**src/rtl/b2d_pkg.sv**
```systemverilog
// Shared definitions for the sequential binary-to-decimal converter.
// Assumes: nothing beyond a synthesizable SystemVerilog flow.
package b2d_pkg;
    // Controller states: waiting for a start, or stepping through shifts
    typedef enum logic {
        ST_IDLE  = 1'b0,
        ST_SHIFT = 1'b1
    } b2d_state_e;
endpackage

```
**src/rtl/dec_digit_adjust.sv**
```systemverilog
// Conditional add-3 for one decimal digit of the shift-and-add-3 method.
// Values 0..4 pass unchanged; values 5..9 become 8..12.
// Assumes: the input digit never exceeds 9 (guaranteed by the algorithm).
module dec_digit_adjust #(
    parameter int DIG_W = 4
) (
    input  logic [DIG_W-1:0] dig_i,
    output logic [DIG_W-1:0] dig_o
);
    localparam logic [DIG_W-1:0] THRESH = DIG_W'(4);
    localparam logic [DIG_W-1:0] OFFSET = DIG_W'(3);

    // Purpose: add the offset when the digit would overflow after doubling
    always_comb begin
        if (dig_i > THRESH) dig_o = dig_i + OFFSET;
        else                dig_o = dig_i;
    end
endmodule

```
**src/rtl/b2d_seq_ctrl.sv**
```systemverilog
// Sequencer for the converter: accepts a start while idle, then runs
// STEPS shift cycles and raises done on the edge of the final shift.
// Assumes: start_i is ignored while a conversion runs.
module b2d_seq_ctrl
    import b2d_pkg::*;
#(
    parameter int STEPS = 5
) (
    input  logic clk,
    input  logic rst_n,
    input  logic start_i,
    output logic load_o,
    output logic step_o,
    output logic last_o,
    output logic busy_o,
    output logic done_o
);
    localparam int CNT_W = (STEPS > 1) ? $clog2(STEPS) : 1;
    localparam logic [CNT_W-1:0] LAST_CNT = CNT_W'(STEPS - 1);

    b2d_state_e       state_q;
    logic [CNT_W-1:0] cnt_q;
    logic             done_q;

    // Purpose: decode control strobes from state and step counter
    always_comb begin
        load_o = start_i && (state_q == ST_IDLE);
        step_o = (state_q == ST_SHIFT);
        last_o = step_o && (cnt_q == LAST_CNT);
    end

    // Purpose: advance state, step counter and done pulse
    always_ff @(posedge clk) begin
        if (!rst_n) begin
            state_q <= ST_IDLE;
            cnt_q   <= '0;
            done_q  <= 1'b0;
        end else begin
            done_q <= last_o;
            case (state_q)
                ST_IDLE: begin
                    if (start_i) begin
                        state_q <= ST_SHIFT;
                        cnt_q   <= '0;
                    end
                end
                ST_SHIFT: begin
                    if (cnt_q == LAST_CNT) state_q <= ST_IDLE;
                    else                   cnt_q   <= cnt_q + 1'b1;
                end
                default: state_q <= ST_IDLE;
            endcase
        end
    end

    assign busy_o = (state_q == ST_SHIFT);
    assign done_o = done_q;
endmodule

```
**src/rtl/b2d_shift_path.sv**
```systemverilog
// Datapath of the converter: working register, input shift register,
// per-digit adjustment and the result register.
// Assumes: load_i and step_i are never high together.
module b2d_shift_path #(
    parameter int IN_W     = 8,
    parameter int DIG_W    = 4,
    parameter int NUM_DIG  = 3,
    parameter int PRE_BITS = 3
) (
    input  logic                       clk,
    input  logic                       rst_n,
    input  logic                       load_i,
    input  logic                       step_i,
    input  logic                       last_i,
    input  logic [IN_W-1:0]            bin_i,
    output logic [NUM_DIG*DIG_W-1:0]   bcd_o
);
    localparam int OUT_W = NUM_DIG * DIG_W;
    localparam int STEPS = IN_W - PRE_BITS;

    logic [OUT_W-1:0] work_q;
    logic [OUT_W-1:0] adj_w;
    logic [OUT_W-1:0] shifted_w;
    logic [STEPS-1:0] src_q;
    logic [OUT_W-1:0] res_q;

    // Lower digits get the add-3 correction; the top digit stays below 5
    for (genvar g = 0; g < NUM_DIG - 1; g++) begin : g_adj
        dec_digit_adjust #(.DIG_W(DIG_W)) u_adj (
            .dig_i (work_q[g*DIG_W +: DIG_W]),
            .dig_o (adj_w[g*DIG_W +: DIG_W])
        );
    end
    assign adj_w[OUT_W-1 -: DIG_W] = work_q[OUT_W-1 -: DIG_W];

    // Correct first, then move one bit left and bring in the next input bit
    assign shifted_w = {adj_w[OUT_W-2:0], src_q[STEPS-1]};

    // Purpose: clear-and-preload on start, shift once per step
    always_ff @(posedge clk) begin
        if (!rst_n) begin
            work_q <= '0;
            src_q  <= '0;
        end else if (load_i) begin
            work_q <= {{(OUT_W-PRE_BITS){1'b0}}, bin_i[IN_W-1 -: PRE_BITS]};
            src_q  <= bin_i[STEPS-1:0];
        end else if (step_i) begin
            work_q <= shifted_w;
            src_q  <= src_q << 1;
        end
    end

    // Purpose: publish the result on the final shift only
    always_ff @(posedge clk) begin
        if (!rst_n)               res_q <= '0;
        else if (step_i && last_i) res_q <= shifted_w;
    end

    assign bcd_o = res_q;
endmodule

```
**src/rtl/bin_to_dec_iter.sv**
```systemverilog
// Top level of the sequential binary-to-decimal converter.
// Assumes: synchronous active-low reset; one start strobe per conversion.
module bin_to_dec_iter #(
    parameter int IN_W     = 8,
    parameter int DIG_W    = 4,
    parameter int NUM_DIG  = 3,
    parameter int PRE_BITS = 3
) (
    input  logic                     clk,
    input  logic                     rst_n,
    input  logic                     start_i,
    input  logic [IN_W-1:0]          bin_i,
    output logic                     busy_o,
    output logic                     done_o,
    output logic [NUM_DIG*DIG_W-1:0] bcd_o
);
    localparam int STEPS = IN_W - PRE_BITS;

    logic load_w;
    logic step_w;
    logic last_w;

    b2d_seq_ctrl #(.STEPS(STEPS)) u_ctrl (
        .clk     (clk),
        .rst_n   (rst_n),
        .start_i (start_i),
        .load_o  (load_w),
        .step_o  (step_w),
        .last_o  (last_w),
        .busy_o  (busy_o),
        .done_o  (done_o)
    );

    b2d_shift_path #(
        .IN_W     (IN_W),
        .DIG_W    (DIG_W),
        .NUM_DIG  (NUM_DIG),
        .PRE_BITS (PRE_BITS)
    ) u_path (
        .clk    (clk),
        .rst_n  (rst_n),
        .load_i (load_w),
        .step_i (step_w),
        .last_i (last_w),
        .bin_i  (bin_i),
        .bcd_o  (bcd_o)
    );
endmodule

```
**config.mk**
```make
export PLATFORM = sky130hd
export DESIGN_NAME = bin_to_dec_iter
export DESIGN_NICKNAME = d
export VERILOG_FILES = /design/src/rtl/b2d_pkg.sv /design/src/rtl/dec_digit_adjust.sv /design/src/rtl/b2d_seq_ctrl.sv /design/src/rtl/b2d_shift_path.sv /design/src/rtl/bin_to_dec_iter.sv
export SDC_FILE = /design/constraint.sdc
export NUM_CORES = 1
export LEC_CHECK = 0
export BUFFER_PORTS_ARGS = -buffer_cell sky130_fd_sc_hd__buf_2
export CORE_UTILIZATION = 40
export DETAILED_ROUTE_END_ITERATION = 12
export GPL_ROUTABILITY_DRIVEN = 0
export PLACE_DENSITY = 0.67
export REMOVE_ABC_BUFFERS = 1
export SETUP_SLACK_MARGIN = 0.02
export SLEW_MARGIN = 20
export SYNTH_ARGS = -nofsm -noshare
export SYNTH_HDL_FRONTEND = slang
export SYNTH_SLANG_ARGS = --single-unit
```
**constraint.sdc**
```tcl
create_clock -name clk -period 4.2 [get_ports clk]
set_clock_uncertainty 0.15 [all_clocks]
set_input_delay 0.42 -clock clk [delete_from_list [all_inputs] [get_ports clk]]
set_output_delay 0.42 -clock clk [all_outputs]
set_load 0.02 [all_outputs]
```
==> results.md <==
- Status: completed
- Crit Reg-Reg Startpoint: u_ctrl.busy_o
- Reg2reg path depth: 4
- Critical Path Start Type: register
- Fillers: 340
- CP Capture Type: register
- Hold Buf Count CTS: 0
- Root Buffer: clkbuf_8
- Via density: around 5
- Die ar.: 0.00399 mm^2
- CP max stage cell: dfxtp_1
- Site Rows: 21
- RSZ-0062 raised after global routing: false
- Max frequency: 492 MHz
- Final #Nets: roughly 210
- Critical Path End: u_path.bcd_o[5]
- Final hold violations: 0
- Core Footprint: 0.00347 mm^2
- Req. time, crit path: 4.25 ns
- Max Root-Sink Buffers: 2
- # Max-Cap Violations: 0
- Crit path from: u_ctrl.busy_o
- Yosys warning total: 0
- Power Dens Cells: 359 mW/mm^2
- Antenna violations before repair: 0
- Post-Place Cell Area: 0.00163 mm^2
- Depth of the CTS H-tree: 2
- Worst path max stage delay: around 0.6 ns
- Slew of the pin with the lowest slew margin: 0.605 ns
- FF+latch count, synth: 33
- Final wirelength: approximately 2.8 mm
- 1st-pass router iterations: 4
- WP buf/inv: 1
- Die height: 63.2 um
- Number of synthesized flops with an enable pin: 0
- Clk sinks: 33
- Final Cell Area: 0.00171 mm^2
- First-pass GRT wire length: about 4.7 mm
- Post-DR wirelength/cell: 11.6 um
- Sum of negative setup slack: 0 ns
- N_diodes: 0
- Period minus WS final: about 2 ns
- Core Util, Final: approximately half
- WP depth: 4
- Die X: around 63 um
- Post-CTS setup buffers: 0
- Post-route ant nets: 0
- DRC violations left: 0
- Min Hold Slack: about 0.32 ns
- RR Endpoint: u_path.bcd_o[5]
- Worst skew pair latency: 0.28 ns
- Largest net degree at the start of global routing: 28
- Period utilization: between 40% and 50%
- Post-synthesis cell area: approximately 0.0015 mm^2
- Post-DP HPWL: roughly 2.0 mm
- Clock transition at path regs: around 0.070 ns
- Relative max-transition margin: between 50% and 60%
- Worst Path Class, Setup: register to register
- Final Power: just over 0.6 mW
- Overall routing resource usage: between 10% and 20%
- Syn_area_per_cell: between 8 and 9 um^2
- Main flop type after synthesis: dfxtp_1
- CP Cell Sequence: buf_4 -> and3_1 -> nand2_1 -> o21ai_0
- Vias: about 1200
- Pleak: between 0.7 and 0.8 nW
- Worst path arrival time: 2.09 ns
- Register area share after synthesis: ~44%
- R2R Setup Slk: around 2.2 ns
- Port buffer count: 24
- Worst vdd ir: about 0.00018 V
- Hold Path Class: register to register
- Asr flop ratio synth: 0%
- Resized cells post-CTS: 0
- Final setup viols: 0
- First DRT Iteration DRCs: between 90 and 100
- Vias in the first global route: between 1000 and 1500
- Post-synthesis cell type count: 32
- Max-slew violation count: 0
- Synthesized instance count: between 150 and 200
- Layout cells sized above 1: between 10% and 20%
- Starting Density: 43.2%
- Cell family with most CP delay: simple AND/OR/NAND/NOR gates
- Area Overhead vs Synth: 14.1%
- CP max FO: 26
- CTS Buf Count: 5
- GR Overflow Total: 0
- CTS tree: built
- Ports: 25
metal layers:
layer  share of wire [%]  global-route usage, %
met1                  51                   20.2
met4                0.75                   5.11
met3                 4.4                   6.70
met2                  44                   22.3
met5                   0                      0
stage by stage:
step | setup slack, ns | instances
3_3_place_gp | 2.26 | 233
5_1_grt | 1.90 | 241
3_5_place_dp | 2.16 | 233
6_report | 2.17 | 241
4_1_cts | 2.16 | 241
2_1_floorplan | 2.22 | 162
worst min path at each step:
stage | start | endpoint | slack [ns] | cells after the start
after floorplan | u_path.work_q[10] | u_path.bcd_o[11] | 0.29 | 2
after global placement | u_path.bcd_o[11] | u_path.bcd_o[11] | 0.30 | 2
after detailed placement | u_path.bcd_o[11] | u_path.bcd_o[11] | 0.31 | 2
after CTS | bin_i[0] | u_path.src_q[0] | 0.31 | 3
after global routing | u_path.bcd_o[11] | u_path.bcd_o[11] | 0.33 | 2
final | u_path.bcd_o[11] | u_path.bcd_o[11] | 0.32 | 2
cells in the final DEF (no fill, tap or decap), drive strengths merged, types with 5 or more instances in the layout:
master,n
and2,5
a21oi,13
inv,11
dfxtp,33
clkbuf,6
ha,6
nand2,17
buf,25
nor3,6
mux2i,8
nor2,8
nand3,5
o21ai,23
layout make-up:
type | count | area (um^2) | share of cell area (%)
clock buffer | 6 | 72.6 | 4.25
multi-input combinational | 118 | 739 | 43.3
sequential | 33 | 661 | 38.7
tap | 46 | 57.6 | 3.37
clock inverter | 2 | 10.0 | 0.586
inverter | 11 | 41.3 | 2.42
timing repair buffer | 25 | 128 | 7.47
where the power goes:
group	total, mW	internal [mW]	switching [mW]
logic	0.0606	0.0269	0.0337
clock network	0.222	0.115	0.107
registers	0.331	0.322	0.00843
total	0.613	0.464	0.149
sequential cells by signal, summed over array words and instances, names as in the netlist:
name           flops
u_ctrl.cnt_q       3
u_path.src_q       5
u_path.bcd_o      12
u_ctrl.done_o      1
u_ctrl.busy_o      1
u_path.work_q     11
Yosys cell counts (all sizes together) (2+ instances only):
cell / instances / area, um^2
dfxtp: 33 / 661
o21ai: 23 / 115
nand2: 17 / 63.8
a21oi: 13 / 65.1
inv: 11 / 41.3
mux2i: 8 / 80.1
nor2: 8 / 30.0
buf: 7 / 43.8
ha: 6 / 75.1
nor3: 6 / 30.0
and2: 5 / 31.3
nand3: 5 / 25.0
a21boi: 4 / 30.0
mux2: 4 / 45.0
clkbuf: 3 / 12.5
xnor2: 3 / 26.3
a211oi: 2 / 15.0
nand2b: 2 / 12.5
nor2b: 2 / 12.5
o22ai: 2 / 12.5
tightest hold or removal path: stages, from the launching register on:
cell and delay [ns]:
dfxtp_1 0.31, nand2_1 0.05, a21boi_0 0.06
cells by family (layout without fill, tap and decap cells):
kind of cell    after synthesis  in the layout  share of synthesized area [%]
simple gates                 49             49                           15.9
compound gates               48             48                           18.4
flops                        33             33                           44.1
buf+inv                      21             44                           6.52
mux                          12             12                           8.35
fa+ha+maj                     6              6                           5.01
xor+xnor                      3              3                           1.75
Note: power is estimated with default switching activity, not from simulation.
